## src/rtl/dbn_pkg.sv

```systemverilog
package dbn_pkg;

    typedef enum logic [1:0] {
        FM_PASS      = 2'b00,
        FM_KEEP_LOW  = 2'b01,
        FM_KEEP_HIGH = 2'b10,
        FM_REJECT    = 2'b11
    } filt_mode_e;

    typedef enum logic {
        DS_SETTLED = 1'b0,
        DS_QUALIFY = 1'b1
    } dbn_state_e;

endpackage

```

## src/rtl/dbn_sync.sv

```systemverilog
module dbn_sync #(
    parameter int STAGES = 2
) (
    input  logic clk,
    input  logic rst_n,
    input  logic din,
    output logic dout
);
    logic [STAGES-1:0] pipe;

    always_ff @(posedge clk or negedge rst_n) begin
        if (!rst_n) pipe[0] <= 1'b0;
        else        pipe[0] <= din;
    end

    for (genvar i = 1; i < STAGES; i++) begin : g_stage
        always_ff @(posedge clk or negedge rst_n) begin
            if (!rst_n) pipe[i] <= 1'b0;
            else        pipe[i] <= pipe[i-1];
        end
    end

    assign dout = pipe[STAGES-1];
endmodule

```

## src/rtl/dbn_prescale.sv

```systemverilog
module dbn_prescale #(
    parameter int TICK_S  = 2,
    parameter int TICK_M  = 8,
    parameter int TICK_L  = 512,
    parameter int TICK_XL = 2048
) (
    input  logic       clk,
    input  logic       rst_n,
    input  logic       hold_clr,
    input  logic       rtc_en,
    input  logic [1:0] tsel,
    output logic       tick
);
    localparam int PRE_W = (TICK_XL > 2) ? $clog2(TICK_XL) : 1;

    logic [PRE_W-1:0] cnt;
    logic [PRE_W-1:0] last;

    always_comb begin
        unique case (tsel)
            2'b00:   last = PRE_W'(TICK_S - 1);
            2'b01:   last = PRE_W'(TICK_M - 1);
            2'b10:   last = PRE_W'(TICK_L - 1);
            default: last = PRE_W'(TICK_XL - 1);
        endcase
    end

    assign tick = rtc_en && !hold_clr && (cnt == last);

    always_ff @(posedge clk or negedge rst_n) begin
        if (!rst_n)        cnt <= '0;
        else if (hold_clr) cnt <= '0;
        else if (rtc_en)   cnt <= (cnt == last) ? '0 : cnt + 1'b1;
    end
endmodule

```

## src/rtl/dbn_fsm.sv

```systemverilog
module dbn_fsm
    import dbn_pkg::*;
#(
    parameter int CNT_W = 4
) (
    input  logic             clk,
    input  logic             rst_n,
    input  logic             lvl,
    input  filt_mode_e       mode,
    input  logic [CNT_W-1:0] count,
    input  logic             tick,
    output logic             timer_clr,
    output logic             level_q
);
    dbn_state_e       state, nxt;
    logic [CNT_W-1:0] tick_cnt;
    logic             take;
    logic             mismatch;
    logic             instant;
    logic             window_done;

    assign mismatch    = (lvl != level_q);
    assign instant     = (mode == FM_PASS) || (count == '0) ||
                         ((mode == FM_KEEP_LOW)  && !lvl) ||
                         ((mode == FM_KEEP_HIGH) &&  lvl);
    assign window_done = tick && (tick_cnt == count - CNT_W'(1));
    assign timer_clr   = (state == DS_SETTLED);

    always_comb begin
        nxt  = state;
        take = 1'b0;
        unique case (state)
            DS_SETTLED: begin
                if (mismatch) begin
                    if (instant) take = 1'b1;
                    else         nxt  = DS_QUALIFY;
                end
            end
            DS_QUALIFY: begin
                if (!mismatch) begin
                    nxt = DS_SETTLED;
                end else if (instant || window_done) begin
                    take = 1'b1;
                    nxt  = DS_SETTLED;
                end
            end
            default: nxt = DS_SETTLED;
        endcase
    end

    always_ff @(posedge clk or negedge rst_n) begin
        if (!rst_n) state <= DS_SETTLED;
        else        state <= nxt;
    end

    always_ff @(posedge clk or negedge rst_n) begin
        if (!rst_n) begin
            level_q  <= 1'b0;
            tick_cnt <= '0;
        end else begin
            if (take) level_q <= lvl;
            if (state == DS_SETTLED) tick_cnt <= '0;
            else if (tick)           tick_cnt <= tick_cnt + 1'b1;
        end
    end
endmodule

```

## src/rtl/gpio_debounce.sv

```systemverilog
module gpio_debounce
    import dbn_pkg::*;
#(
    parameter int CNT_W       = 4,
    parameter int SYNC_STAGES = 2,
    parameter int TICK_S      = 2,
    parameter int TICK_M      = 8,
    parameter int TICK_L      = 512,
    parameter int TICK_XL     = 2048
) (
    input  logic             clk,
    input  logic             rst_n,
    input  logic             rtc_en,
    input  logic             pad_in,
    input  logic [CNT_W-1:0] cfg_count,
    input  logic [1:0]       cfg_tsel,
    input  logic [1:0]       cfg_mode,
    output logic             filt_out
);
    logic       sync_lvl;
    logic       tick;
    logic       timer_clr;
    filt_mode_e mode_e;

    assign mode_e = filt_mode_e'(cfg_mode);

    dbn_sync #(.STAGES(SYNC_STAGES)) u_sync (
        .clk  (clk),
        .rst_n(rst_n),
        .din  (pad_in),
        .dout (sync_lvl)
    );

    dbn_prescale #(
        .TICK_S (TICK_S),
        .TICK_M (TICK_M),
        .TICK_L (TICK_L),
        .TICK_XL(TICK_XL)
    ) u_pre (
        .clk     (clk),
        .rst_n   (rst_n),
        .hold_clr(timer_clr),
        .rtc_en  (rtc_en),
        .tsel    (cfg_tsel),
        .tick    (tick)
    );

    dbn_fsm #(.CNT_W(CNT_W)) u_fsm (
        .clk      (clk),
        .rst_n    (rst_n),
        .lvl      (sync_lvl),
        .mode     (mode_e),
        .count    (cfg_count),
        .tick     (tick),
        .timer_clr(timer_clr),
        .level_q  (filt_out)
    );
endmodule

```

## config.mk

```make
export PLATFORM = sky130hd
export DESIGN_NAME = gpio_debounce
export DESIGN_NICKNAME = d
export VERILOG_FILES = /design/src/rtl/dbn_pkg.sv /design/src/rtl/dbn_sync.sv /design/src/rtl/dbn_prescale.sv /design/src/rtl/dbn_fsm.sv /design/src/rtl/gpio_debounce.sv
export SDC_FILE = /design/constraint.sdc
export NUM_CORES = 1
export LEC_CHECK = 0
export CAP_MARGIN = 20
export CELL_PAD_IN_SITES_DETAIL_PLACEMENT = 1
export CELL_PAD_IN_SITES_GLOBAL_PLACEMENT = 2
export CORE_MARGIN = 2
export CORE_UTILIZATION = 30
export DETAILED_ROUTE_END_ITERATION = 8
export MAX_ROUTING_LAYER = met4
export PLACE_DENSITY = 0.64
export REMOVE_ABC_BUFFERS = 1
export SYNTH_ARGS = -nofsm -noshare
export SYNTH_HDL_FRONTEND = slang
export SYNTH_SLANG_ARGS = --single-unit
```

## constraint.sdc

```tcl
create_clock -name clk -period 3.2 [get_ports clk]
set_input_delay 0.48 -clock clk [delete_from_list [all_inputs] [get_ports clk]]
set_output_delay 0.48 -clock clk [all_outputs]
set_load 0.02 [all_outputs]
```

==> run_summary.xml, run 1 <==
<?xml version="1.0" encoding="UTF-8"?>
<metrics>
  <group name="cells_and_area">
    <metric name="final_core_utilization" unit="%">37.77</metric>
    <metric name="final_cell_area" unit="µm²">1414</metric>
    <metric name="mostFrequentLayoutCells" unit="">19 x dfrtp_1, 13 x nand2_1, 12 x clkdlybuf4s50_1, 11 x nand3_1, 10 x nor2_1</metric>
    <metric name="leading_cell_type_in_the_layout_fill_and_taps_excluded" unit="">dfrtp_1</metric>
    <metric name="drive_above_1_share" unit="%">11.94</metric>
    <metric name="nets" unit="">151</metric>
    <metric name="diodes" unit="">0</metric>
    <metric name="area_growth_syn_to_layout" unit="%">17.83</metric>
  </group>
  <group name="critical_path">
    <metric name="number_of_buffers_and_inverters_on_the_critical_path" unit="">1</metric>
    <metric name="cp.arrival" unit="ns">2.51</metric>
    <metric name="timing.reg2reg.setup_slack" unit="ns">0.99</metric>
    <metric name="timing.critical_path.slowest_cell_delay" unit="ns">0.47</metric>
    <metric name="worst_r2r_path_depth" unit="">5</metric>
    <metric name="critPathKind" unit="">input port to flip-flop</metric>
    <metric name="critPathTopFamily" unit="">compound AO/OA/AOI/OAI gates</metric>
    <metric name="worst_setup_path_start_kind" unit="">input port</metric>
    <metric name="rr_endpoint" unit="">u_pre.cnt[7]$_DFFE_PN0P_</metric>
    <metric name="worst-path-max-fanout" unit="">9</metric>
    <metric name="critPathRequiredTime" unit="ns">3.34</metric>
    <metric name="regToRegStartpoint" unit="">u_pre.cnt[1]$_DFFE_PN0P_</metric>
    <metric name="critical_path.slowest_cell" unit="">clkdlybuf4s50_1</metric>
    <metric name="end_kind" unit="">flip-flop</metric>
    <metric name="critical_path.cell_chain" unit="">clkdlybuf4s50_1, or3_4, a2111oi_4, o211ai_4, and2_4, a221o_1</metric>
  </group>
  <group name="place">
    <metric name="detailed_place_hpwl" unit="µm">2187</metric>
    <metric name="gp_congestion" unit="">0.7630</metric>
    <metric name="io_buffer_count" unit="">12</metric>
    <metric name="detailed_place.area" unit="µm²">1369</metric>
  </group>
  <group name="global_route">
    <metric name="grt_pass1_wl" unit="µm">5106</metric>
    <metric name="grt_remaining_overflow" unit="">0</metric>
    <metric name="grt_use_total" unit="%">15.36</metric>
    <metric name="antenna_violations_before_repair" unit="">0</metric>
    <metric name="number_of_global_route_vias_before_repair" unit="">1013</metric>
    <metric name="grt_max_degree" unit="">20</metric>
  </group>
  <group name="hold_path">
    <metric name="timing.hold.worst.class" unit="">flip-flop to flip-flop</metric>
    <metric name="min_delay_path_depth" unit="">0</metric>
    <metric name="timing.hold.worst.start" unit="">u_sync.pipe[0]$_DFF_PN0_</metric>
    <metric name="hold-path-endpoint" unit="">u_sync.dout$_DFF_PN0_</metric>
  </group>
  <group name="clocking">
    <metric name="clock_path_buffers" unit="">2</metric>
    <metric name="clock_sink_count" unit="">19</metric>
    <metric name="clk_tree_root_cell" unit="">clkbuf_8</metric>
    <metric name="clk_pin_slew_worst_paths" unit="ns">0.07</metric>
    <metric name="clock_tree_from_tritoncts" unit="">yes</metric>
    <metric name="postCtsResizedCells" unit="">0</metric>
    <metric name="tritoncts.num_buffers" unit="">3</metric>
    <metric name="post_cts_setup_buffers" unit="">0</metric>
    <metric name="postCtsHoldBufs" unit="">0</metric>
    <metric name="h-tree-depth" unit="">1</metric>
    <metric name="clk-insertion-delay-late" unit="ns">0.25</metric>
  </group>
  <group name="floorplanning">
    <metric name="core_region_area" unit="µm²">3744</metric>
    <metric name="die_h" unit="µm">67.24</metric>
    <metric name="die_area" unit="µm²">4521</metric>
    <metric name="die_x" unit="µm">67.24</metric>
    <metric name="initial_utilization" unit="%">32.05</metric>
    <metric name="ioPinCount" unit="">13</metric>
    <metric name="rows" unit="">22</metric>
  </group>
  <group name="routing">
    <metric name="detail_route.wirelength" unit="µm">2860</metric>
    <metric name="route.vias.total" unit="">949</metric>
    <metric name="dr.first_iter.drc_count" unit="">42</metric>
    <metric name="route.met2.wl" unit="µm">1250</metric>
    <metric name="ant_nets" unit="">0</metric>
    <metric name="drt_drc_violations_left" unit="">0</metric>
    <metric name="drt_pass1_iterations" unit="">4</metric>
    <metric name="wire_per_inst" unit="µm">15.71</metric>
    <metric name="met3WireLength" unit="µm">80</metric>
    <metric name="post_drt_via_cell_ratio" unit="">5.214</metric>
    <metric name="routedLengthMet1" unit="µm">1516</metric>
    <metric name="top_signal_layer_used" unit="">met4</metric>
  </group>
  <group name="power">
    <metric name="p_leak" unit="nW">0.6154</metric>
    <metric name="power.density" unit="nW/µm²">359.5</metric>
    <metric name="worst_ir_drop_vdd" unit="mV">0.1563</metric>
  </group>
  <group name="timing">
    <metric name="report.final.setup_viol" unit="">0</metric>
    <metric name="finalHoldWorstSlack" unit="ns">0.3563</metric>
    <metric name="tightest_slew" unit="ns">0.9112</metric>
    <metric name="period_needed" unit="ns">2.374</metric>
    <metric name="hold_viol_final" unit="">0</metric>
    <metric name="timing.setup.tns" unit="ns">0</metric>
    <metric name="drv_slew" unit="">0</metric>
    <metric name="timing.clock.skew" unit="ns">0.002933</metric>
    <metric name="setup_repair_after_global_routing_missed_its_margin" unit="">no</metric>
    <metric name="post-route-period-util" unit="%">74.18</metric>
    <metric name="slew-limit-headroom" unit="%">39.06</metric>
    <metric name="fmax" unit="MHz">421.3</metric>
  </group>
  <group name="yosys">
    <metric name="synthDistinctLibCells" unit="">41</metric>
    <metric name="synth_warnings" unit="">0</metric>
    <metric name="register_bit_count_reported_by_yosys" unit="">19</metric>
    <metric name="mappedNetlistArea" unit="µm²">1200</metric>
    <metric name="postSynthCellCount" unit="">121</metric>
    <metric name="post_synth.cell_area_avg" unit="µm²">9.917</metric>
    <metric name="synth_sequential_area_ratio" unit="%">39.62</metric>
  </group>
  <group name="run_status">
    <metric name="outcome" unit="">finished clean</metric>
  </group>
  <group name="run">
    <metric name="maxCapViolCount" unit="">0</metric>
  </group>
</metrics>
sequential cells by signal, indices dropped and copies added (netlist names):
name and count:
u_fsm.level_q 1, u_fsm.state 1, u_fsm.tick_cnt 4, u_pre.cnt 11, u_sync.dout 1, u_sync.pipe 1
synth_stat cells:
master,count,area [µm²]
and3b_1,1,8.760
a31oi_1,3,18.77
a221o_1,2,20.02
nand4_1,5,31.28
xnor2_1,2,17.52
clkbuf_1,3,11.26
or3_1,2,12.51
xnor3_1,1,22.52
and4_2,1,10.01
o2111a_4,1,20.02
a22o_1,3,26.28
o21a_1,1,7.510
a211o_2,1,10.01
a21boi_0,1,7.510
and2_4,1,8.760
nor3_1,3,15.01
ha_1,4,50.05
xor2_1,4,35.03
a2111oi_4,1,27.53
inv_1,6,22.52
mux2i_1,3,30.03
or3_4,1,11.26
and3_1,1,6.260
o2bb2ai_1,1,8.760
a41oi_1,1,8.760
and2_1,3,18.77
a22o_2,1,10.01
a21oi_2,1,8.760
o211ai_4,1,21.27
and3_2,1,7.510
a31o_1,1,8.760
nor2_1,10,37.54
dfrtp_1,19,475.5
nor2b_1,1,6.260
and4_1,1,8.760
nand2_1,13,48.80
a21boi_2,1,11.26
o21ai_0,2,10.01
mux2_4,1,15.01
a31o_2,1,8.760
nand3_1,11,55.05
power breakdown:
| group | total [mW] | switching [mW] | internal (mW) |
|---|---|---|---|
| Sequential | 0.258 | 0.0109 | 0.247 |
| Combinational | 0.0822 | 0.0401 | 0.0421 |
| Clock | 0.168 | 0.0800 | 0.0884 |
stage by stage:
step	worst slack, ns	std cells	power (mW)
final	0.8261	182	0.5083
after detailed placement	0.5610	178	0.3463
after global routing	0.7620	182	0.5402
after CTS	0.8304	182	0.5186
after global placement	0.6234	178	0.3459
after floorplan	1.162	118	0.3065
logic make-up after synthesis:
logic type / share of synthesized area (%)
xor+xnor: 6.256
simple gates: 23.88
flops: 39.62
compound gates: 19.50
fa+ha+maj: 4.171
mux: 3.754
buf+inv: 2.815
metal layers:
metal  vias up  GRT usage (%)
met3         2          2.667
met5         -              -
met4         0          3.061
met2        10          22.40
li1        472              -
met1       465          22.34
area by class of cell:
class,count,area (µm²)
Fill cell,459,2330
Timing Repair Buffer,12,120.1
Sequential cell,19,475.5
Inverter,6,22.52
Multi-Input combinational cell,93,690.7
Clock buffer,4,45.04
Tap cell,48,60.06
how the worst max path moves through the flow:
stage / start / end / slack, ns / depth (start not counted)
CTS: cfg_tsel[0] / u_pre.cnt[7]$_DFFE_PN0P_ / 0.83 / 6
floorplan: u_pre.cnt[1]$_DFFE_PN0P_ / u_fsm.level_q$_DFFE_PN0P_ / 1.16 / 5
global route: cfg_tsel[0] / u_pre.cnt[7]$_DFFE_PN0P_ / 0.76 / 6
finish: cfg_tsel[0] / u_pre.cnt[7]$_DFFE_PN0P_ / 0.83 / 6
detailed placement: cfg_tsel[0] / u_pre.cnt[7]$_DFFE_PN0P_ / 0.56 / 6
global placement: cfg_tsel[0] / u_pre.cnt[7]$_DFFE_PN0P_ / 0.62 / 6
Note: power is estimated with default switching activity, not from simulation.
==> run 2: changes to the inputs <==
- clock period: 3.2 -> 2.4 ns (I/O delays scaled with it)
==> run 2 against run 1 <==
  * Non-clock buffer count grew 10
  * Worst setup slack lost 0.58 ns
  * First-iteration DRC count is 17% higher
  * Via count rose by 7.5%
  * Wire length rose by 1.3%
  * Sequential power is 33% higher
  * Die area is the same
  * Clock skew shrank 0.0017 ns
  * Combinational power grew 45%
  * Sequential share of layout area shrank 1.7 points
  * Critical path type unchanged
==> run_summary.xml, run 2 (synthesis results as in run 1) <==
<?xml version="1.0" encoding="UTF-8"?>
<metrics>
  <group name="timing">
    <metric name="setup_repair_after_global_routing_missed_its_margin" unit="">no</metric>
    <metric name="period_needed" unit="ns">2.155</metric>
    <metric name="drv_slew" unit="">0</metric>
    <metric name="tightest_slew" unit="ns">0.3925</metric>
    <metric name="report.final.setup_viol" unit="">0</metric>
    <metric name="hold_viol_final" unit="">0</metric>
    <metric name="fmax" unit="MHz">464.1</metric>
    <metric name="slew-limit-headroom" unit="%">73.83</metric>
    <metric name="timing.clock.skew" unit="ns">0.001192</metric>
    <metric name="post-route-period-util" unit="%">89.77</metric>
    <metric name="finalWorstSetupSlack" unit="ns">0.2454</metric>
  </group>
  <group name="run">
    <metric name="maxCapViolCount" unit="">0</metric>
  </group>
  <group name="clocking">
    <metric name="clk_tree_root_cell" unit="">clkbuf_8</metric>
    <metric name="postCtsHoldBufs" unit="">0</metric>
    <metric name="clk-insertion-delay-late" unit="ns">0.25</metric>
    <metric name="h-tree-depth" unit="">1</metric>
    <metric name="clk_pin_slew_worst_paths" unit="ns">0.07</metric>
    <metric name="tritoncts.num_buffers" unit="">3</metric>
    <metric name="postCtsResizedCells" unit="">0</metric>
    <metric name="clock_sink_count" unit="">19</metric>
    <metric name="clock_path_buffers" unit="">2</metric>
    <metric name="clock_tree_from_tritoncts" unit="">yes</metric>
    <metric name="post_cts_setup_buffers" unit="">0</metric>
  </group>
  <group name="routing">
    <metric name="route.met2.wl" unit="µm">1324</metric>
    <metric name="ant_nets" unit="">0</metric>
    <metric name="drt_drc_violations_left" unit="">0</metric>
    <metric name="met3WireLength" unit="µm">101</metric>
    <metric name="route.vias.total" unit="">1020</metric>
    <metric name="post_drt_via_cell_ratio" unit="">5.313</metric>
    <metric name="detail_route.wirelength" unit="µm">2898</metric>
    <metric name="drt_pass1_iterations" unit="">4</metric>
    <metric name="wire_per_inst" unit="µm">15.09</metric>
    <metric name="routedLengthMet1" unit="µm">1430</metric>
    <metric name="top_signal_layer_used" unit="">met4</metric>
    <metric name="dr.first_iter.drc_count" unit="">49</metric>
  </group>
  <group name="cells_and_area">
    <metric name="largest_reg_flops" unit="">11</metric>
    <metric name="top_register" unit="">u_pre.cnt</metric>
    <metric name="drive_above_1_share" unit="%">18.06</metric>
    <metric name="leading_cell_type_in_the_layout_fill_and_taps_excluded" unit="">dfrtp_1</metric>
    <metric name="diodes" unit="">0</metric>
    <metric name="area_growth_syn_to_layout" unit="%">24.09</metric>
    <metric name="sequential_cell_area" unit="µm²">475.5</metric>
    <metric name="nets" unit="">161</metric>
    <metric name="multi_input_area" unit="µm²">690.7</metric>
    <metric name="fill_cells" unit="">446</metric>
    <metric name="mostFrequentLayoutCells" unit="">19 x dfrtp_1, 13 x nand2_1, 12 x clkdlybuf4s50_1, 11 x nand3_1</metric>
    <metric name="reg.largest.list" unit="">u_pre.cnt: 11 flops, u_fsm.tick_cnt: 4 flops</metric>
  </group>
  <group name="place">
    <metric name="io_buffer_count" unit="">12</metric>
    <metric name="gp_congestion" unit="">0.8354</metric>
    <metric name="detailed_place_hpwl" unit="µm">2269</metric>
    <metric name="dp_slack" unit="ns">-0.01145</metric>
  </group>
  <group name="floorplanning">
    <metric name="initial_utilization" unit="%">32.05</metric>
    <metric name="rows" unit="">22</metric>
    <metric name="core_region_area" unit="µm²">3744</metric>
    <metric name="die_h" unit="µm">67.24</metric>
    <metric name="die_x" unit="µm">67.24</metric>
    <metric name="die_area" unit="µm²">4521</metric>
    <metric name="ioPinCount" unit="">13</metric>
  </group>
  <group name="hold_path">
    <metric name="timing.hold.worst.class" unit="">flip-flop to flip-flop</metric>
  </group>
  <group name="global_route">
    <metric name="number_of_global_route_vias_before_repair" unit="">1029</metric>
    <metric name="grt_max_degree" unit="">20</metric>
    <metric name="grt_remaining_overflow" unit="">0</metric>
    <metric name="grt_use_total" unit="%">15.12</metric>
    <metric name="grt_pass1_wl" unit="µm">5016</metric>
    <metric name="antenna_violations_before_repair" unit="">0</metric>
  </group>
  <group name="critical_path">
    <metric name="critPathKind" unit="">input port to flip-flop</metric>
    <metric name="worst_setup_path_start_kind" unit="">input port</metric>
    <metric name="end_kind" unit="">flip-flop</metric>
    <metric name="cp.arrival" unit="ns">2.30</metric>
    <metric name="critPathRequiredTime" unit="ns">2.54</metric>
    <metric name="worst-path-max-fanout" unit="">6</metric>
  </group>
  <group name="power">
    <metric name="worst_ir_drop_vdd" unit="mV">0.2563</metric>
    <metric name="p_leak" unit="nW">0.6651</metric>
    <metric name="power.density" unit="nW/µm²">461.2</metric>
    <metric name="design_power_total" unit="mW">0.6868</metric>
  </group>
  <group name="run_status">
    <metric name="outcome" unit="">finished clean</metric>
  </group>
</metrics>
==> run 2: cell types whose count changed in the layout (fill, tap and decap cells not counted) <==
| cell | change |
|---|---|
| buf_4 | +10 |
==> run 2: final timing paths <==
kind                       depth (start not counted)                     start  slack, ns                  endpoint
hold reg to reg                                    0  u_sync.pipe[0]$_DFF_PN0_       0.35     u_sync.dout$_DFF_PN0_
hold / removal                                     0  u_sync.pipe[0]$_DFF_PN0_       0.35     u_sync.dout$_DFF_PN0_
max in group asynchronous                          2                     rst_n       1.75  u_pre.cnt[9]$_DFFE_PN0P_
min in group asynchronous                          2                     rst_n       0.44  u_pre.cnt[5]$_DFFE_PN0P_
setup reg to reg                                   5  u_pre.cnt[2]$_DFFE_PN0P_       0.34  u_pre.cnt[7]$_DFFE_PN0P_
setup / recovery                                   6               cfg_tsel[0]       0.25  u_pre.cnt[7]$_DFFE_PN0P_
==> run 2: per-stage QoR <==
stage               hold slack [ns]  setup TNS, ns  instance area (µm²)  utilization, %  instances
floorplan                   0.06441              0                 1189               -        118
global placement             0.3318              0                 1444           38.57        188
detailed placement           0.3358       -0.01792                 1444           38.57        188
CTS                          0.3531              0                 1489           39.77        192
global route                 0.3621              0                 1489           39.77        192
finish                       0.3489              0                 1489           39.77        192
==> run 2: per-layer routing <==
metal,vias up,global-route usage [%]
met2,14,22.15
met4,0,4.592
met5,-,-
met1,507,20.47
met3,6,3.833
li1,493,-
==> run 2: area by class of cell <==
class,instances,area share [%]
Clock buffer,4,3.025
Tap cell,48,4.034
Timing Repair Buffer,22,13.11
Multi-Input combinational cell,93,46.39
Inverter,6,1.513
Sequential cell,19,31.93
==> run 2: report_power, final <==
group          leakage (nW)  switching [mW]  internal [mW]
Combinational         0.386          0.0554         0.0641
Clock                0.0228           0.106          0.118
Sequential            0.257          0.0141          0.329
Total                 0.665           0.176          0.511
==> run 2: worst max-delay path, cell delays in order <==
cell and delay [ns]:
clkdlybuf4s50_1 0.43, or3_4 0.35, a2111oi_4 0.47, o211ai_4 0.17, and2_4 0.20, a221o_1 0.31
